File: src/rtl/cond_eval_pkg.sv
package cond_eval_pkg;

  typedef enum logic [1:0] {
    FORM_CC2  = 2'd0,
    FORM_CC3  = 2'd1,
    FORM_REG  = 2'd2,
    FORM_RSVD = 2'd3
  } form_e;

  typedef struct packed {
    logic n;
    logic z;
    logic v;
    logic c;
  } ccf_t;

  // Evaluate a 4-bit condition on one flag group; bit 3 inverts.
  function automatic logic cc_match(input ccf_t f, input logic [3:0] cnd);
    logic base;
    case (cnd[2:0])
      3'd0:    base = 1'b0;
      3'd1:    base = f.z;
      3'd2:    base = f.z | (f.n ^ f.v);
      3'd3:    base = f.n ^ f.v;
      3'd4:    base = f.c | f.z;
      3'd5:    base = f.c;
      3'd6:    base = f.n;
      default: base = f.v;
    endcase
    return base ^ cnd[3];
  endfunction

  // Register-vs-zero test from sign and zero indications; bit 2 inverts.
  function automatic logic reg_match(input logic sign, input logic zero,
                                     input logic [2:0] code);
    logic base;
    case (code[1:0])
      2'd1:    base = zero;
      2'd2:    base = sign | zero;
      2'd3:    base = sign;
      default: base = 1'b0;
    endcase
    return base ^ code[2];
  endfunction

  function automatic logic reg_code_reserved(input logic [2:0] code);
    return code[1:0] == 2'd0;
  endfunction

endpackage

File: src/rtl/cc_bank_decode.sv
module cc_bank_decode
  import cond_eval_pkg::*;
(
  input  form_e      form,
  input  logic [2:0] bank,
  output logic       use_wide,
  output logic       bad_sel,
  output logic       fp_off
);

  always_comb begin
    use_wide = 1'b0;
    bad_sel  = 1'b0;
    fp_off   = 1'b0;
    case (form)
      FORM_CC2: begin
        use_wide = bank[1];
        bad_sel  = bank[0];
      end
      FORM_CC3: begin
        if (!bank[2]) begin
          fp_off = 1'b1;
        end else begin
          use_wide = bank[1];
          bad_sel  = bank[0];
        end
      end
      FORM_REG:  ;
      default:   bad_sel = 1'b1;
    endcase
  end

endmodule

File: src/rtl/cc_cond_test.sv
module cc_cond_test
  import cond_eval_pkg::*;
#(
  parameter int GROUPS = 2
) (
  input  logic [GROUPS*4-1:0] groups,
  input  logic [$clog2(GROUPS)-1:0] pick,
  input  logic [3:0]          cnd,
  output logic                pass
);

  logic [GROUPS-1:0] lane_pass;

  for (genvar g = 0; g < GROUPS; g++) begin : g_lane
    ccf_t fl;
    assign fl           = ccf_t'(groups[g*4 +: 4]);
    assign lane_pass[g] = cc_match(fl, cnd);
  end

  assign pass = lane_pass[pick];

endmodule

File: src/rtl/reg_zero_test.sv
module reg_zero_test
  import cond_eval_pkg::*;
#(
  parameter int DATA_W = 64
) (
  input  logic [DATA_W-1:0] value,
  input  logic [2:0]        code,
  output logic              pass,
  output logic              reserved
);

  logic sign_bit;
  logic is_zero;

  assign sign_bit = value[DATA_W-1];
  assign is_zero  = ~|value;
  assign pass     = reg_match(sign_bit, is_zero, code);
  assign reserved = reg_code_reserved(code);

endmodule

File: src/rtl/cond_eval.sv
module cond_eval
  import cond_eval_pkg::*;
#(
  parameter int DATA_W = 64
) (
  input  logic [1:0]        form_sel,
  input  logic [2:0]        bank_sel,
  input  logic [3:0]        cond,
  input  logic [3:0]        flags32,
  input  logic [3:0]        flags64,
  input  logic [2:0]        reg_code,
  input  logic [DATA_W-1:0] reg_value,
  output logic              taken,
  output logic              illegal,
  output logic              fp_disabled
);

  localparam int NGROUPS = 2;

  form_e form;
  logic  use_wide, bad_sel, fp_off;
  logic  cc_pass, reg_pass, reg_rsvd;
  logic  is_reg_form, exc_any;

  assign form        = form_e'(form_sel);
  assign is_reg_form = (form == FORM_REG);

  cc_bank_decode u_bank (
    .form     (form),
    .bank     (bank_sel),
    .use_wide (use_wide),
    .bad_sel  (bad_sel),
    .fp_off   (fp_off)
  );

  cc_cond_test #(.GROUPS(NGROUPS)) u_cc (
    .groups ({flags64, flags32}),
    .pick   (use_wide),
    .cnd    (cond),
    .pass   (cc_pass)
  );

  reg_zero_test #(.DATA_W(DATA_W)) u_reg (
    .value    (reg_value),
    .code     (reg_code),
    .pass     (reg_pass),
    .reserved (reg_rsvd)
  );

  assign illegal     = bad_sel | (is_reg_form & reg_rsvd);
  assign fp_disabled = fp_off;
  assign exc_any     = illegal | fp_disabled;
  assign taken       = !exc_any && (is_reg_form ? reg_pass : cc_pass);

  always_comb begin

    exc_mask_chk: assert (!(taken && (illegal || fp_disabled)));

    single_exc_chk: assert ($onehot0({illegal, fp_disabled}));

    fp_scope_chk: assert (!fp_disabled || (form_sel == 2'd1 && !bank_sel[2]));

    if (form_sel == 2'd2 && (reg_code == 3'd0 || reg_code == 3'd4))
      reg_rsvd_chk: assert (illegal && !taken);

    if (form_sel == 2'd2 && reg_code == 3'd1)
      reg_zero_chk: assert (taken == (reg_value == '0));

    if (form_sel == 2'd3)
      form_rsvd_chk: assert (illegal && !fp_disabled);
  end

endmodule

File: config.mk
export PLATFORM = sky130hd
export DESIGN_NAME = cond_eval
export DESIGN_NICKNAME = d
export VERILOG_FILES = /design/src/rtl/cond_eval_pkg.sv /design/src/rtl/cc_bank_decode.sv /design/src/rtl/cc_cond_test.sv /design/src/rtl/reg_zero_test.sv /design/src/rtl/cond_eval.sv
export SDC_FILE = /design/constraint.sdc
export NUM_CORES = 1
export LEC_CHECK = 0
export ABC_AREA = 1
export BUFFER_PORTS_ARGS = -buffer_cell sky130_fd_sc_hd__buf_2
export CELL_PAD_IN_SITES_DETAIL_PLACEMENT = 0
export CELL_PAD_IN_SITES_GLOBAL_PLACEMENT = 1
export CORE_MARGIN = 1
export CORE_UTILIZATION = 13
export DETAILED_ROUTE_END_ITERATION = 6
export PLACE_DENSITY_LB_ADDON = 0.25
export REMOVE_ABC_BUFFERS = 1
export SLEW_MARGIN = 15
export SYNTH_ARGS = -nofsm -noshare
export SYNTH_HDL_FRONTEND = slang
export SYNTH_SLANG_ARGS = --single-unit
File: constraint.sdc
create_clock -name vclk -period 0.8
set_clock_uncertainty 0.05 [all_clocks]
set_input_delay 0.08 -clock vclk [all_inputs]
set_output_delay 0.08 -clock vclk [all_outputs]
set_load 0.1 [all_outputs]
==> results.md, run 1 <==
- Status: finished, violations left
- Failing checks: setup timing
- Crit-path max cell delay: 160 ps
- Peak supply drop: between 0.15 and 0.2 mV
- Period utilization: 175%
- Register area share after synthesis: 0%
- Largest net degree at the start of global routing: 8
- Num ports: slightly below 90
- Initial antenna violation count: 0
- Total Routing Usage GR: 9.64%
- Total Wirelength: approximately 2100 µm
- Buf/Inv on CP: 3
- Synth unique cells: 13
- Drt drc: 0
- FFs & Latches: 0
- Synth top area cells: nor2_1, nand2_1, nand3_1
- Area growth, synth to finish: 141%
- Crit-path leading delay family: simple AND/OR/NAND/NOR gates
- Setup ws final: -603 ps
- CP Class: input pin to output port
- Top post-synthesis cells by count: nor2_1, nand2_1, nand3_1, inv_1, nand2_2
- Die X-Extent: around 65 µm
- Slew Limit Fails: 0
- Gate Count Post-Synth: around 130
- Slew HR: a little under nine tenths
- Data arrival time of the critical path: 1270 ps
- Filler cell count: about 440
- Most numerous cell in the Yosys netlist: nor2_1
- Die footprint: 4270 µm²
- Crit path max fanout: 4
- Final #Nets: 308
- Synth Area per Inst: just over 4 µm²
- Vias in the first global route: 935
- Cell Area, Placed: around 1100 µm²
- WP data required: 670 ps
- Placed insts: 270
- Mapped Area: 522 µm²
- Fin. Hold Viols: 0
- Area occupied by registers: 0 µm²
- Fin crit period: approximately 1400 ps
- Number of diodes: 0
- Final instance area: about 1300 µm²
- Vias: ~1000
- First-pass GRT wire length: about 3400 µm
- Crit-path cells: buf_2, inv_2, nor2_1, nand3_1, nand2_1, nor2_1, nand2_1, nand3_2, nand3_1, nand2_1, nor2_1, nor2_4, buf_12
- Fraction of layout cells with a size suffix above 1: between 50% and 60%
- Routed wire per std cell: around 7.8 µm
- Post-DRT Antenna Nets: 0
- Maxcap violations: 0
- Detailed Routing Iterations Pass 1: 4
- Detail Placement HPWL: approximately 1900 µm
- Crit end category: output port
- Initial DRC Count: 12
- Core box area: ~3700 µm²
- Critical Path Source Type: input pin
- F_max: roughly 0.71 GHz
- Count of final setup violators: 3
- Final Non-Filler Cells: between 200 and 300
- Pwr/cell area: a little over 500 nW/µm²
- Dominant cell type by area after synthesis: nor2_1
- Hold WC Path Type: input pin to output port
- Leakage: a little under 0.7 nW
- Final Wtd Congestion: a little over 0.7
- Crit-path slowest cell: nor2_1
- Vias/cell: roughly 3.8
- Share of the synthesized area in the top cell type: 39.6%
- GR Overflow Total: 0
- Row Count: 22
- RSZ-0062 raised after global routing: true
- Clock buffer cells: 0
- PortBufs: 87
- Yosys warning total: 0
- Worst-Margin Slew: about 210 ps
- Initial cell density of the core: between 10 and 15%
- Final design utilization: 33.6%
- Worst Hold Slack: roughly 550 ps
- Die H: 65.4 µm
tightest hold or removal path, stage by stage:
cell and delay [ps]:
buf_6 90, nor3_4 50, buf_4 140, buf_12 160
what timing repair did:
item,in CTS,in global routing
endpoints found under the setup margin,3,3
hold endpoints to repair,0,0
pin swaps,7,15
resized for setup,15,20
setup buffers,1,0
hold buffers,0,0
power by group:
group	switching (W)	internal [W]	leakage (nW)
registers	0	0	0
logic	0.000313	0.000339	0.688
clock network	0	0	0
path summary, 6_finish.rpt:
path	startpoint	endpoint	slack, ps	cells past startpoint
setup / recovery	cond[1]	taken	-600	13
hold / removal	form_sel[1]	fp_disabled	550	4
kinds of logic (layout without fill, tap and decap cells):
group	count (synthesis)	in the layout	share of synthesized area, %
AOI/OAI and AO/OA	3	3	4.08
buffers and inverters	12	107	8.63
and+or+nand+nor	112	112	87.3
per-stage QoR:
step	worst slack (ps)	TNS (ps)	power (W)
finish	-603	-932	0.000652
global route	-724	-1150	0.000714
CTS	-612	-912	0.000604
detailed placement	-682	-1190	0.000572
global placement	-689	-1190	0.000573
floorplan	-4820	-9590	0.000251
placed cells by master, fill, tap and decap left out, drive strengths merged:
master / count
buf: 95
nor2: 55
nand2: 41
nand3: 13
inv: 12
nor3: 1
and3: 1
o21ai: 1
a21oi: 1
nor3b: 1
a211oi: 1
per-layer routing:
layer,part of all wire (%),track usage (%)
met2,55,20.1
met4,0.57,1.09
met1,40,10.7
met5,0,0
met3,4.3,0.347
layout make-up:
type	count	area (µm²)	area share, %
timing repair buffer	95	601	47.7
tap	48	60.1	4.77
inverter	12	47.5	3.78
multi-input combinational	115	551	43.7
No activity file was read; power rests on OpenSTA's default activity.
==> run 2: changes to the inputs <==
--- a/config.mk
+++ b/config.mk
@@ -7,10 +7,8 @@
 export LEC_CHECK = 0
 export ABC_AREA = 1
 export BUFFER_PORTS_ARGS = -buffer_cell sky130_fd_sc_hd__buf_2
-export CELL_PAD_IN_SITES_DETAIL_PLACEMENT = 0
-export CELL_PAD_IN_SITES_GLOBAL_PLACEMENT = 1
 export CORE_MARGIN = 1
-export CORE_UTILIZATION = 13
+export CORE_UTILIZATION = 26
 export DETAILED_ROUTE_END_ITERATION = 6
 export PLACE_DENSITY_LB_ADDON = 0.25
 export REMOVE_ABC_BUFFERS = 1
==> run 2 against run 1 <==
- cell count decreased by 8.1%
- highest routed layer unchanged
- utilization up 45 points
- non-clock buffer count increased by 1
- the run still ends with setup timing left
- largest power group unchanged
- total power grew 18%
- fmax is 5.5% lower
- sequential cell count unchanged
- setup slack worse by 81 ps
- die area shrank 49%
==> results.md, run 2 (same netlist as run 1, synthesis figures left out) <==
- Maxcap violations: 0 (unchanged)
- Area of the multi-input gates: 608 µm² (+10%)
- Count of final setup violators: 3 (unchanged)
- Leakage: 0.735 nW (+6.9%)
- Initial DRC Count: 14 (+2)
- PortBufs: 87 (unchanged)
- Die footprint: 2190 µm² (-49%)
- Core box area: 1800 µm² (-52%)
- Most frequent cells in the layout: buf_2, nand2_1, nor2_1
- Pwr/cell area: 540 nW/µm² (+4.4%)
- Die H: 46.8 µm (-28%)
- Num ports: 87 (unchanged)
- Total Routing Usage GR: 19.9% (+10 points)
- RSZ-0062 raised after global routing: true
- CP Class: input pin to output port
- Final Non-Filler Cells: 248 (-8.1%)
- Row Count: 15 (-32%)
- Peak supply drop: 0.327 mV (+110%)
- Worst-Margin Slew: 234 ps (+28.3 ps)
- Slew HR: 84.3% (-1.9 points)
- Fraction of layout cells with a size suffix above 1: 61.4% (+7.8 points)
- Placed insts: 247 (-8.5%)
- Post-DRT Antenna Nets: 0 (unchanged)
- First-pass GRT wire length: 3350 µm (-2.0%)
- Vias in the first global route: 973 (+4.1%)
- Crit-path slowest cell: buf_12
- Hold WC Path Type: input pin to output port
- Final Wtd Congestion: 0.783 (+7.7%)
- Failing checks: setup timing
- Most common cell after layout, fill and taps aside: buf_2
- Routed wire per std cell: 11.7 µm (+49%)
- Fin. Hold Viols: 0 (unchanged)
- Status: finished, violations left
- # hold bufs at CTS: 0 (unchanged)
- Fin crit period: 1480 ps (+81.4 ps)
- Final #Nets: 309 (+0.32%)
- GR Overflow Total: 0 (unchanged)
- Worst Hold Slack: 491 ps (-58.0 ps)
- Initial cell density of the core: 29.0% (+15 points)
- Total Wirelength: 2900 µm (+37%)
- Initial antenna violation count: 0 (unchanged)
- Period utilization: 186% (+10 points)
- Critical Path Source Type: input pin
- Crit-path cells: buf_2, nor2_4, nand2_1, nor2_1, nand3_1, nor2_1, nand2_1, nand2_1, nand2_1, nand3_1, nand2_1, nor2_2, buf_12
- Largest net degree at the start of global routing: 8 (unchanged)
- Area occupied by registers: 0 µm² (unchanged)
- Data arrival time of the critical path: 1350 ps (+80 ps)
- Crit-path max cell delay: 190 ps (+30 ps)
- Die X-Extent: 46.8 µm (-28%)
- Filler cell count: 137 (-69%)
- Clock buffer cells: 0 (unchanged)
- Crit end category: output port
- Crit-path leading delay family: simple AND/OR/NAND/NOR gates
- Number of diodes: 0 (unchanged)
- Buf/Inv on CP: 2 (-1)
- Area growth, synth to finish: 172%
- Setup ws final: -684 ps (-81.4 ps)
- Vias: 1147 (+11%)
- Most frequent CP cell: nand2_1
- Drt drc: 0 (unchanged)
- Crit path max fanout: 2 (-2)
- FFs & Latches: 0 (unchanged)
- Slew Limit Fails: 0 (unchanged)
- Detail Placement HPWL: 1720 µm (-9.6%)
- Vias/cell: 4.63 (+21%)
- F_max: 0.674 GHz (-5.5%)
- Detailed Routing Iterations Pass 1: 4 (unchanged)
- WP data required: 670 ps (about the same)
-- run 2: cell count changes in the layout (fill, tap and decap cells not counted), sizes merged --
cell / change
buf: +1
-- run 2: cell type report --
| cell class | instances | area share (%) |
|---|---|---|
| repair buffers | 96 | 51.5 |
| inverters | 12 | 3.35 |
| well taps | 25 | 2.21 |
| multi-input cells | 115 | 42.9 |
-- run 2: report_power, final --
| group | leakage, nW | internal, W | total, W | switching, W |
|---|---|---|---|---|
| Clock | 0 | 0 | 0 | 0 |
| Combinational | 0.735 | 0.000408 | 0.000766 | 0.000358 |
| Sequential | 0 | 0 | 0 | 0 |
| Total | 0.735 | 0.000408 | 0.000766 | 0.000358 |
-- run 2: routing by layer --
metal | global-route usage (%) | wire, µm | up-vias
met2 | 39.4 | 1610 | 59
met1 | 19.8 | 986 | 488
met4 | 9.14 | 126 | 0
met3 | 3.46 | 183 | 14
li1 | - | - | 586
met5 | 0 | 0 | -
-- run 2: metrics by stage --
stage | TNS (ps) | total power (W) | area [µm²] | util, % | setup slack (ps)
CTS | -804 | 0.000629 | 1190 | 66.0 | -544
finish | -940 | 0.000766 | 1420 | 78.7 | -684
floorplan | -9590 | 0.000251 | 522 | - | -4820
detailed placement | -1110 | 0.000572 | 1090 | 60.7 | -614
global route | -1080 | 0.000823 | 1420 | 78.7 | -754
global placement | -1090 | 0.000563 | 1090 | 60.7 | -602
-- run 2: path summary, 6_finish.rpt --
kind,cells past startpoint,start,end,slack (ps)
min,4,bank_sel[2],fp_disabled,490
max,13,reg_value[17],taken,-680
-- run 2: repair_timing --
action / 4_1_cts / 5_1_grt
endpoints found under the setup margin: 3 / 3
gates resized for setup: 27 / 53
pin swaps: 1 / 41
buffers inserted: 2 / 1
